`src/rtl/fgbg_pkg.sv`:
```
package fgbg_pkg;
  typedef enum logic [2:0] {
    REG_CTL    = 3'd0,
    REG_SEGCTL = 3'd1,
    REG_ADDR   = 3'd2,
    REG_MR1    = 3'd3,
    REG_PSRC   = 3'd4,
    REG_PDST   = 3'd5,
    REG_MR2    = 3'd6,
    REG_NONE   = 3'd7
  } reg_id_e;

  localparam int unsigned NUM_COPIES = 2;
endpackage

```
`src/rtl/fgbg_sel.sv`:
```
module fgbg_sel (
  input  logic clk_i,
  input  logic rst_ni,
  input  logic set_fg_i,
  input  logic set_bg_i,
  output logic bg_o
);
  logic bg_q;

  always_ff @(posedge clk_i or negedge rst_ni) begin
    if (!rst_ni) begin
      bg_q <= 1'b0;
    end else if (set_bg_i && !set_fg_i) begin
      bg_q <= 1'b1;
    end else if (set_fg_i && !set_bg_i) begin
      bg_q <= 1'b0;
    end
  end

  assign bg_o = bg_q;


  bg_take_chk: assert property (@(posedge clk_i) disable iff (!rst_ni)
    (set_bg_i && !set_fg_i) |=> bg_o);


  fg_take_chk: assert property (@(posedge clk_i) disable iff (!rst_ni)
    (set_fg_i && !set_bg_i) |=> !bg_o);


  both_hold_chk: assert property (@(posedge clk_i) disable iff (!rst_ni)
    (set_fg_i == set_bg_i) |=> $stable(bg_o));
endmodule

```
`src/rtl/fgbg_copy.sv`:
```
module fgbg_copy
  import fgbg_pkg::*;
#(
  parameter int unsigned SEG_W     = 16,
  parameter int unsigned NUM_SEG   = 4,
  parameter int unsigned ADDR_W    = 10,
  parameter int unsigned PTR_W     = 2,
  parameter logic [SEG_W-1:0] CTL_RST = '0,
  localparam int unsigned SEG_IDX_W = (NUM_SEG > 1) ? $clog2(NUM_SEG) : 1,
  localparam int unsigned MASK_W    = SEG_W * NUM_SEG
) (
  input  logic                 clk_i,
  input  logic                 rst_ni,
  input  logic                 wr_en_i,
  input  reg_id_e              wr_reg_i,
  input  logic [SEG_IDX_W-1:0] wr_seg_i,
  input  logic [SEG_W-1:0]     wr_data_i,
  output logic [SEG_W-1:0]     ctl_o,
  output logic [SEG_W-1:0]     segctl_o,
  output logic [ADDR_W-1:0]    addr_o,
  output logic [MASK_W-1:0]    mr1_o,
  output logic [PTR_W-1:0]     psrc_o,
  output logic [PTR_W-1:0]     pdst_o
);
  logic hit_ctl, hit_segctl, hit_addr, hit_mr1, hit_psrc, hit_pdst;

  assign hit_ctl    = wr_en_i && (wr_reg_i == REG_CTL);
  assign hit_segctl = wr_en_i && (wr_reg_i == REG_SEGCTL);
  assign hit_addr   = wr_en_i && (wr_reg_i == REG_ADDR);
  assign hit_mr1    = wr_en_i && (wr_reg_i == REG_MR1);
  assign hit_psrc   = wr_en_i && (wr_reg_i == REG_PSRC);
  assign hit_pdst   = wr_en_i && (wr_reg_i == REG_PDST);

  logic [SEG_W-1:0]  ctl_q, segctl_q;
  logic [ADDR_W-1:0] addr_q;
  logic [PTR_W-1:0]  psrc_q, pdst_q;
  logic [SEG_W-1:0]  mr1_q [NUM_SEG];

  always_ff @(posedge clk_i or negedge rst_ni) begin
    if (!rst_ni) ctl_q <= CTL_RST;
    else if (hit_ctl) ctl_q <= wr_data_i;
  end

  always_ff @(posedge clk_i or negedge rst_ni) begin
    if (!rst_ni) segctl_q <= '0;
    else if (hit_segctl) segctl_q <= wr_data_i;
  end

  always_ff @(posedge clk_i or negedge rst_ni) begin
    if (!rst_ni) addr_q <= '0;
    else if (hit_addr) addr_q <= wr_data_i[ADDR_W-1:0];
  end

  always_ff @(posedge clk_i or negedge rst_ni) begin
    if (!rst_ni) psrc_q <= '0;
    else if (hit_psrc) psrc_q <= wr_data_i[PTR_W-1:0];
  end

  always_ff @(posedge clk_i or negedge rst_ni) begin
    if (!rst_ni) pdst_q <= '0;
    else if (hit_pdst) pdst_q <= wr_data_i[PTR_W-1:0];
  end

  for (genvar k = 0; k < NUM_SEG; k++) begin : g_mr1
    logic seg_hit;
    assign seg_hit = hit_mr1 && (wr_seg_i == SEG_IDX_W'(k));

    always_ff @(posedge clk_i or negedge rst_ni) begin
      if (!rst_ni) mr1_q[k] <= '0;
      else if (seg_hit) mr1_q[k] <= wr_data_i;
    end

    assign mr1_o[k*SEG_W +: SEG_W] = mr1_q[k];


    mr1_seg_hold_chk: assert property (@(posedge clk_i) disable iff (!rst_ni)
      !(wr_en_i && wr_reg_i == REG_MR1 && wr_seg_i == SEG_IDX_W'(k))
        |=> $stable(mr1_o[k*SEG_W +: SEG_W]));
  end

  assign ctl_o    = ctl_q;
  assign segctl_o = segctl_q;
  assign addr_o   = addr_q;
  assign psrc_o   = psrc_q;
  assign pdst_o   = pdst_q;


  idle_hold_chk: assert property (@(posedge clk_i) disable iff (!rst_ni)
    !wr_en_i |=> ($stable(ctl_o) && $stable(segctl_o) && $stable(addr_o)
                  && $stable(mr1_o) && $stable(psrc_o) && $stable(pdst_o)));


  addr_load_chk: assert property (@(posedge clk_i) disable iff (!rst_ni)
    (wr_en_i && wr_reg_i == REG_ADDR) |=> (addr_o == $past(wr_data_i[ADDR_W-1:0])));
endmodule

```
`src/rtl/fgbg_shared.sv`:
```
module fgbg_shared
  import fgbg_pkg::*;
#(
  parameter int unsigned SEG_W   = 16,
  parameter int unsigned NUM_SEG = 4,
  localparam int unsigned SEG_IDX_W = (NUM_SEG > 1) ? $clog2(NUM_SEG) : 1,
  localparam int unsigned MASK_W    = SEG_W * NUM_SEG
) (
  input  logic                 clk_i,
  input  logic                 rst_ni,
  input  logic                 wr_en_i,
  input  reg_id_e              wr_reg_i,
  input  logic [SEG_IDX_W-1:0] wr_seg_i,
  input  logic [SEG_W-1:0]     wr_data_i,
  output logic [MASK_W-1:0]    mr2_o
);
  logic hit_mr2;
  assign hit_mr2 = wr_en_i && (wr_reg_i == REG_MR2);

  for (genvar k = 0; k < NUM_SEG; k++) begin : g_mr2
    logic [SEG_W-1:0] seg_q;

    always_ff @(posedge clk_i or negedge rst_ni) begin
      if (!rst_ni) seg_q <= '0;
      else if (hit_mr2 && (wr_seg_i == SEG_IDX_W'(k))) seg_q <= wr_data_i;
    end

    assign mr2_o[k*SEG_W +: SEG_W] = seg_q;
  end


  mr2_hold_chk: assert property (@(posedge clk_i) disable iff (!rst_ni)
    !(wr_en_i && wr_reg_i == REG_MR2) |=> $stable(mr2_o));
endmodule

```
`src/rtl/fgbg_rdmux.sv`:
```
module fgbg_rdmux
  import fgbg_pkg::*;
#(
  parameter int unsigned SEG_W   = 16,
  parameter int unsigned NUM_SEG = 4,
  parameter int unsigned ADDR_W  = 10,
  parameter int unsigned PTR_W   = 2,
  localparam int unsigned SEG_IDX_W = (NUM_SEG > 1) ? $clog2(NUM_SEG) : 1,
  localparam int unsigned MASK_W    = SEG_W * NUM_SEG
) (
  input  reg_id_e              rd_reg_i,
  input  logic [SEG_IDX_W-1:0] rd_seg_i,
  input  logic [SEG_W-1:0]     ctl_i,
  input  logic [SEG_W-1:0]     segctl_i,
  input  logic [ADDR_W-1:0]    addr_i,
  input  logic [MASK_W-1:0]    mr1_i,
  input  logic [PTR_W-1:0]     psrc_i,
  input  logic [PTR_W-1:0]     pdst_i,
  input  logic [MASK_W-1:0]    mr2_i,
  output logic [SEG_W-1:0]     rd_data_o
);
  logic [SEG_W-1:0] mr1_w [NUM_SEG];
  logic [SEG_W-1:0] mr2_w [NUM_SEG];

  for (genvar k = 0; k < NUM_SEG; k++) begin : g_split
    assign mr1_w[k] = mr1_i[k*SEG_W +: SEG_W];
    assign mr2_w[k] = mr2_i[k*SEG_W +: SEG_W];
  end

  logic seg_ok;
  assign seg_ok = (32'(rd_seg_i) < NUM_SEG);

  always_comb begin
    rd_data_o = '0;
    case (rd_reg_i)
      REG_CTL:    rd_data_o = ctl_i;
      REG_SEGCTL: rd_data_o = segctl_i;
      REG_ADDR:   rd_data_o[ADDR_W-1:0] = addr_i;
      REG_MR1:    if (seg_ok) rd_data_o = mr1_w[rd_seg_i];
      REG_PSRC:   rd_data_o[PTR_W-1:0] = psrc_i;
      REG_PDST:   rd_data_o[PTR_W-1:0] = pdst_i;
      REG_MR2:    if (seg_ok) rd_data_o = mr2_w[rd_seg_i];
      default:    rd_data_o = '0;
    endcase
  end
endmodule

```
`src/rtl/fgbg_regbank.sv`:
```
module fgbg_regbank
  import fgbg_pkg::*;
#(
  parameter int unsigned SEG_W   = 16,
  parameter int unsigned NUM_SEG = 4,
  parameter int unsigned ADDR_W  = 10,
  parameter int unsigned PTR_W   = 2,
  parameter logic [SEG_W-1:0] CTL_RST = 16'h0c41,
  localparam int unsigned SEG_IDX_W = (NUM_SEG > 1) ? $clog2(NUM_SEG) : 1,
  localparam int unsigned MASK_W    = SEG_W * NUM_SEG
) (
  input  logic                 clk_i,
  input  logic                 rst_ni,
  input  logic                 set_fg_i,
  input  logic                 set_bg_i,
  input  logic                 wr_en_i,
  input  logic [2:0]           wr_reg_i,
  input  logic [SEG_IDX_W-1:0] wr_seg_i,
  input  logic [SEG_W-1:0]     wr_data_i,
  input  logic [2:0]           rd_reg_i,
  input  logic [SEG_IDX_W-1:0] rd_seg_i,
  output logic [SEG_W-1:0]     rd_data_o,
  output logic                 bank_bg_o,
  output logic [SEG_W-1:0]     ctl_o,
  output logic [SEG_W-1:0]     segctl_o,
  output logic [ADDR_W-1:0]    addr_o,
  output logic [MASK_W-1:0]    mr1_o,
  output logic [PTR_W-1:0]     psrc_o,
  output logic [PTR_W-1:0]     pdst_o,
  output logic [MASK_W-1:0]    mr2_o
);
  reg_id_e wr_id, rd_id;
  assign wr_id = reg_id_e'(wr_reg_i);
  assign rd_id = reg_id_e'(rd_reg_i);

  logic bg_q;

  fgbg_sel u_sel (
    .clk_i    (clk_i),
    .rst_ni   (rst_ni),
    .set_fg_i (set_fg_i),
    .set_bg_i (set_bg_i),
    .bg_o     (bg_q)
  );

  logic [SEG_W-1:0]  ctl_q    [NUM_COPIES];
  logic [SEG_W-1:0]  segctl_q [NUM_COPIES];
  logic [ADDR_W-1:0] addr_q   [NUM_COPIES];
  logic [MASK_W-1:0] mr1_q    [NUM_COPIES];
  logic [PTR_W-1:0]  psrc_q   [NUM_COPIES];
  logic [PTR_W-1:0]  pdst_q   [NUM_COPIES];

  // copy 0 = foreground, copy 1 = background; steering uses pre-edge selection
  for (genvar b = 0; b < NUM_COPIES; b++) begin : g_copy
    logic copy_we;
    assign copy_we = wr_en_i && (bg_q == 1'(b));

    fgbg_copy #(
      .SEG_W   (SEG_W),
      .NUM_SEG (NUM_SEG),
      .ADDR_W  (ADDR_W),
      .PTR_W   (PTR_W),
      .CTL_RST (CTL_RST)
    ) u_copy (
      .clk_i     (clk_i),
      .rst_ni    (rst_ni),
      .wr_en_i   (copy_we),
      .wr_reg_i  (wr_id),
      .wr_seg_i  (wr_seg_i),
      .wr_data_i (wr_data_i),
      .ctl_o     (ctl_q[b]),
      .segctl_o  (segctl_q[b]),
      .addr_o    (addr_q[b]),
      .mr1_o     (mr1_q[b]),
      .psrc_o    (psrc_q[b]),
      .pdst_o    (pdst_q[b])
    );
  end

  fgbg_shared #(
    .SEG_W   (SEG_W),
    .NUM_SEG (NUM_SEG)
  ) u_shared (
    .clk_i     (clk_i),
    .rst_ni    (rst_ni),
    .wr_en_i   (wr_en_i),
    .wr_reg_i  (wr_id),
    .wr_seg_i  (wr_seg_i),
    .wr_data_i (wr_data_i),
    .mr2_o     (mr2_o)
  );

  assign bank_bg_o = bg_q;
  assign ctl_o     = ctl_q[bg_q];
  assign segctl_o  = segctl_q[bg_q];
  assign addr_o    = addr_q[bg_q];
  assign mr1_o     = mr1_q[bg_q];
  assign psrc_o    = psrc_q[bg_q];
  assign pdst_o    = pdst_q[bg_q];

  fgbg_rdmux #(
    .SEG_W   (SEG_W),
    .NUM_SEG (NUM_SEG),
    .ADDR_W  (ADDR_W),
    .PTR_W   (PTR_W)
  ) u_rdmux (
    .rd_reg_i  (rd_id),
    .rd_seg_i  (rd_seg_i),
    .ctl_i     (ctl_o),
    .segctl_i  (segctl_o),
    .addr_i    (addr_o),
    .mr1_i     (mr1_o),
    .psrc_i    (psrc_o),
    .pdst_i    (pdst_o),
    .mr2_i     (mr2_o),
    .rd_data_o (rd_data_o)
  );


  fg_idle_chk: assert property (@(posedge clk_i) disable iff (!rst_ni)
    bg_q |=> ($stable(ctl_q[0]) && $stable(segctl_q[0]) && $stable(addr_q[0])
              && $stable(mr1_q[0]) && $stable(psrc_q[0]) && $stable(pdst_q[0])));


  bg_idle_chk: assert property (@(posedge clk_i) disable iff (!rst_ni)
    !bg_q |=> ($stable(ctl_q[1]) && $stable(segctl_q[1]) && $stable(addr_q[1])
               && $stable(mr1_q[1]) && $stable(psrc_q[1]) && $stable(pdst_q[1])));


  switch_keep_chk: assert property (@(posedge clk_i) disable iff (!rst_ni)
    (!wr_en_i && (set_fg_i || set_bg_i)) |=>
      ($stable(ctl_q[0]) && $stable(ctl_q[1]) && $stable(mr1_q[0]) && $stable(mr1_q[1])
       && $stable(mr2_o)));


  none_read_chk: assert property (@(posedge clk_i) disable iff (!rst_ni)
    (rd_id == REG_NONE) |-> (rd_data_o == '0));
endmodule

```
`config.mk`:
```
export PLATFORM = sky130hd
export DESIGN_NAME = fgbg_regbank
export DESIGN_NICKNAME = d
export VERILOG_FILES = /design/src/rtl/fgbg_pkg.sv /design/src/rtl/fgbg_sel.sv /design/src/rtl/fgbg_copy.sv /design/src/rtl/fgbg_shared.sv /design/src/rtl/fgbg_rdmux.sv /design/src/rtl/fgbg_regbank.sv
export SDC_FILE = /design/constraint.sdc
export NUM_CORES = 1
export LEC_CHECK = 0
export BUFFER_PORTS_ARGS = -buffer_cell sky130_fd_sc_hd__buf_2
export CAP_MARGIN = 20
export CORE_MARGIN = 1
export CORE_UTILIZATION = 40
export CTS_BUF_LIST = sky130_fd_sc_hd__clkbuf_4 sky130_fd_sc_hd__clkbuf_8
export CTS_CLUSTER_DIAMETER = 30
export DETAILED_ROUTE_END_ITERATION = 16
export SLEW_MARGIN = 20
export SYNTH_ARGS = -nofsm -noshare
export SYNTH_HDL_FRONTEND = slang
export SYNTH_SLANG_ARGS = --single-unit
```
`constraint.sdc`:
```
create_clock -name clk_i -period 3.02 [get_ports clk_i]
set_input_delay 0.604 -clock clk_i [delete_from_list [all_inputs] [get_ports clk_i]]
set_output_delay 0.604 -clock clk_i [all_outputs]
set_load 0.1 [all_outputs]
```
==> flow_results.xml <==
<?xml version="1.0" encoding="UTF-8"?>
<metrics>
  <group name="synthesis">
    <metric name="postSynthRegisterBits" unit="">285</metric>
    <metric name="postSynth.asyncResetShare" unit="%">100</metric>
    <metric name="synth.distinct_cells" unit="">41</metric>
    <metric name="synth.yosys.seq_area_share" unit="%">49.9</metric>
    <metric name="mappedNetlistNets" unit="">1015</metric>
    <metric name="flip_flop_cell_with_the_highest_count_after_synthesis" unit="">dfrtp_1</metric>
    <metric name="synth_cells" unit="">983</metric>
    <metric name="synthesis.yosys.warnings" unit="">0</metric>
    <metric name="mappedNetlistArea" unit="sq um">14300</metric>
    <metric name="post_synth.cell_area_avg" unit="sq um">14.5</metric>
    <metric name="synth_enable_flop_cells" unit="">0</metric>
  </group>
  <group name="setup_path">
    <metric name="worst-setup-path-type" unit="">reg -&gt; out</metric>
    <metric name="ff2ff_path_depth" unit="">7</metric>
    <metric name="worst_path_largest_cell_delay" unit="ps">510</metric>
    <metric name="endpoint_kind" unit="">primary output</metric>
    <metric name="r2r_start" unit="">u_sel.bg_o</metric>
    <metric name="critical_path.most_common_cell" unit="">buf_12</metric>
    <metric name="timing.critical_path.cells" unit="">buf_12 &gt; buf_12 &gt; mux4_2 &gt; mux2i_2 &gt; o22ai_2 &gt; a31o_2 &gt; buf_12</metric>
    <metric name="arrival" unit="ps">2680</metric>
    <metric name="crit_path_start_kind" unit="">flip-flop</metric>
    <metric name="cp.required" unit="ps">2420</metric>
    <metric name="setup.reg_to_reg.worst_slack" unit="ps">200</metric>
    <metric name="crit-reg2reg-capture" unit="">g_copy[0].u_copy.mr1_o[23]</metric>
    <metric name="critical-path-slowest-cell" unit="">mux4_2</metric>
    <metric name="critical_path_peak_fanout" unit="">5</metric>
  </group>
  <group name="floorplanning">
    <metric name="die_height" unit="um">191</metric>
    <metric name="die-area" unit="sq um">36500</metric>
    <metric name="core_area" unit="sq um">34900</metric>
    <metric name="floorplan.io_pins" unit="">222</metric>
    <metric name="die_w" unit="um">191</metric>
    <metric name="std_cell_rows" unit="">68</metric>
    <metric name="start_util" unit="%">41.0</metric>
  </group>
  <group name="routing">
    <metric name="post_drt_via_cell_ratio" unit="">5.50</metric>
    <metric name="routed-via-count" unit="">9931</metric>
    <metric name="iter_0_drt_violations" unit="">519</metric>
    <metric name="route.detailed.drc" unit="">0</metric>
    <metric name="totalWireLength" unit="um">44400</metric>
    <metric name="route.antenna.remaining_nets" unit="">0</metric>
    <metric name="routedWlPerCell" unit="um">24.6</metric>
    <metric name="first_pass_iters" unit="">4</metric>
  </group>
  <group name="worst_hold_path">
    <metric name="hold_depth" unit="">3</metric>
    <metric name="hold_path.class" unit="">in -&gt; reg</metric>
    <metric name="hold_path_end" unit="">u_sel.bg_o</metric>
    <metric name="hold_path_startpoint" unit="">set_bg_i</metric>
  </group>
  <group name="timing">
    <metric name="setup-violations-final" unit="">16</metric>
    <metric name="actual_slew_at_the_worst_max_slew_pin" unit="ps">1010</metric>
    <metric name="timing.final.ws_setup" unit="ps">-259</metric>
    <metric name="clock-skew-final" unit="ps">29.9</metric>
    <metric name="drv_slew" unit="">0</metric>
    <metric name="rsz_0062_raised_after_global_routing" unit="">true</metric>
    <metric name="slew_headroom" unit="%">32.3</metric>
    <metric name="post-route-min-period" unit="ps">3280</metric>
    <metric name="timing.final.crit_share" unit="%">109</metric>
    <metric name="hold_viol_final" unit="">0</metric>
    <metric name="achievable-frequency" unit="GHz">0.305</metric>
  </group>
  <group name="cells_and_area">
    <metric name="total_area_of_multi_input_combinational_cells" unit="sq um">7140</metric>
    <metric name="post_route_cells_drive_above_1_share" unit="%">71.7</metric>
    <metric name="fillerInstances" unit="">3016</metric>
    <metric name="area_growth_syn_to_layout" unit="%">33.4</metric>
    <metric name="nNetsFinal" unit="">1324</metric>
    <metric name="instances_no_fill" unit="">1804</metric>
    <metric name="seqCellArea" unit="sq um">7150</metric>
  </group>
  <group name="clock_tree">
    <metric name="htreeDepth" unit="">3</metric>
    <metric name="path_clk_slew" unit="ps">50</metric>
    <metric name="max-clock-path-buffers" unit="">3</metric>
    <metric name="num_cts_buffers" unit="">72</metric>
    <metric name="clock_sinks" unit="">285</metric>
    <metric name="clk_root_buffer_cell" unit="">clkbuf_8</metric>
    <metric name="worst_skew_pair.late_latency" unit="ps">600</metric>
    <metric name="cts_tree" unit="">yes</metric>
  </group>
  <group name="placement">
    <metric name="dp.cells" unit="">1638</metric>
    <metric name="numPortBuffers" unit="">221</metric>
    <metric name="gp_routability_congestion" unit="">0.813</metric>
    <metric name="detailed_place_hpwl" unit="um">29000</metric>
    <metric name="place_ws" unit="ps">67.5</metric>
  </group>
  <group name="outcome">
    <metric name="outcome" unit="">finished with violations</metric>
    <metric name="violations" unit="">negative setup slack</metric>
  </group>
  <group name="power_and_ir_drop">
    <metric name="power.density_cell_area" unit="nW/um^2">954</metric>
    <metric name="net-switching-power" unit="uW">8200</metric>
    <metric name="comb_power_share" unit="%">43.8</metric>
    <metric name="seq_power_share" unit="%">28.4</metric>
    <metric name="internal-power" unit="uW">9990</metric>
    <metric name="power_switching_share" unit="%">45.1</metric>
    <metric name="vdd_drop_max" unit="mV">0.654</metric>
    <metric name="power.clock.fraction" unit="%">27.8</metric>
    <metric name="power.static_leakage" unit="uW">0.00892</metric>
  </group>
  <group name="run">
    <metric name="timing.max_cap.violations" unit="">0</metric>
  </group>
  <group name="global_routing">
    <metric name="largest_net_degree_at_the_start_of_global_routing" unit="">87</metric>
    <metric name="grt_pass1_vias" unit="">10200</metric>
    <metric name="grtUsageTotal" unit="%">24.3</metric>
    <metric name="grt_pass1_wl" unit="um">65200</metric>
    <metric name="grt_overflow" unit="">0</metric>
    <metric name="grt_antenna_before_repair" unit="">2</metric>
  </group>
</metrics>
==> cell usage after synthesis, types with 9 or more instances <==
library cell | instances | share of area [%]
mux2i_1 | 38 | 2.7
mux4_2 | 48 | 7.6
nand3_1 | 13 | 0.46
dfrtp_1 | 277 | 48
buf_2 | 26 | 0.91
nand2_1 | 11 | 0.29
clkbuf_1 | 42 | 1.1
a22oi_1 | 22 | 1.2
a31o_2 | 9 | 0.55
mux2_2 | 395 | 31
nor2_1 | 12 | 0.31
==> power groups by stage <==
| stage | clock network, uW | registers, uW | logic [uW] |
|---|---|---|---|
| after floorplan | 0 | 6270 | 5070 |
| after global placement | 0 | 5200 | 7510 |
| after detailed placement | 0 | 5220 | 7540 |
| after CTS | 5140 | 5160 | 7790 |
| after global routing | 5370 | 5280 | 8220 |
| final | 5050 | 5170 | 7970 |
==> final cells by class <==
class,count,area share (%)
Multi-Input combinational cell,613,37.5
Clock inverter,26,1.31
Inverter,5,0.0984
Clock buffer,103,6.91
Tap cell,455,2.98
Sequential cell,285,37.5
Antenna cell,2,0.0262
Timing Repair Buffer,315,13.8
==> cell families after synthesis <==
logic type      after synthesis  synth area share (%)
flops                       285                  49.9
simple gates                 72                  2.92
fa+ha+maj                     1                0.0875
mux                         481                  41.3
compound gates               59                  2.94
buf+inv                      85                  2.77
==> flip-flops by register name (all words and copies together) (netlist names) <==
name and cells:
g_copy.u_copy.segctl_o 32, u_shared.g_mr2.seg_q 64, g_copy.u_copy.psrc_o 4, u_sel.bg_o 1, g_copy.u_copy.ctl_o 32, g_copy.u_copy.pdst_o 4
g_copy.u_copy.addr_o 20, g_copy.u_copy.mr1_o 128
==> timing repair <==
action,in CTS,in global routing
pin swaps,8,19
buffers inserted,11,15
setup endpoints to repair,28,40
hold buffers,1,0
hold endpoints to repair,45,0
gates cloned,4,6
resized for setup,62,75
==> placed cells by master, fill, tap and decap left out, types with 3 or more instances in the layout <==
| cell | count |
|---|---|
| a22oi_1 | 4 |
| dfrtp_1 | 276 |
| mux2_2 | 387 |
| nor2_1 | 7 |
| or3_1 | 5 |
| mux4_2 | 48 |
| a31oi_4 | 7 |
| clkbuf_4 | 21 |
| buf_4 | 101 |
| nand3_1 | 12 |
| a22oi_2 | 18 |
| clkbuf_8 | 87 |
| inv_1 | 4 |
| nand2_1 | 11 |
| o21ai_4 | 5 |
| buf_2 | 155 |
| buf_6 | 8 |
| nor2b_1 | 4 |
| and2_4 | 7 |
| mux2_4 | 8 |
| mux2i_2 | 4 |
| dfstp_2 | 8 |
| nand2b_1 | 3 |
| nor2_4 | 4 |
| nor2_2 | 4 |
| bufinv_16 | 4 |
| a31o_2 | 9 |
| clkinv_2 | 15 |
| clkinvlp_4 | 6 |
| buf_12 | 34 |
| o22ai_1 | 6 |
| mux2i_1 | 33 |
| clkbuf_16 | 6 |
==> worst max path at each step <==
stage	from	end	cells past startpoint
after floorplan	rd_seg_i[0]	rd_data_o[10]	6
after global placement	rd_seg_i[0]	rd_data_o[12]	7
after detailed placement	rd_seg_i[0]	rd_data_o[13]	7
after CTS	u_sel.bg_o	rd_data_o[8]	8
after global routing	u_sel.bg_o	rd_data_o[3]	7
final	u_sel.bg_o	rd_data_o[7]	7
==> critical path, delay by kind of cell, from the launching register on <==
kind,cells,cell delay [ps]
flops,1,470
mux,2,750
buf+inv,3,470
compound gates,2,380
==> per-layer routing <==
layer  vias up  wire (um)  global-route usage, %
met5         -          0                      0
met4         0        787                   6.99
met2       305      21800                   39.7
met3        57       2370                   4.30
li1       4350          -                      -
met1      5219      19400                   33.2
==> metrics by stage <==
| stage | hold WS [ps] | util [%] | area [sq um] | TNS [ps] | total power (uW) |
|---|---|---|---|---|---|
| floorplan | 308 | - | 14400 | -951 | 11300 |
| global placement | 484 | 47.6 | 16600 | 0 | 12700 |
| detailed placement | 487 | 47.6 | 16600 | 0 | 12800 |
| CTS | 401 | 53.4 | 18600 | -3500 | 18100 |
| global route | 427 | 54.7 | 19100 | -3800 | 18900 |
| finish | 410 | 54.7 | 19100 | -2780 | 18200 |
Power figures use the tool's default switching activity.
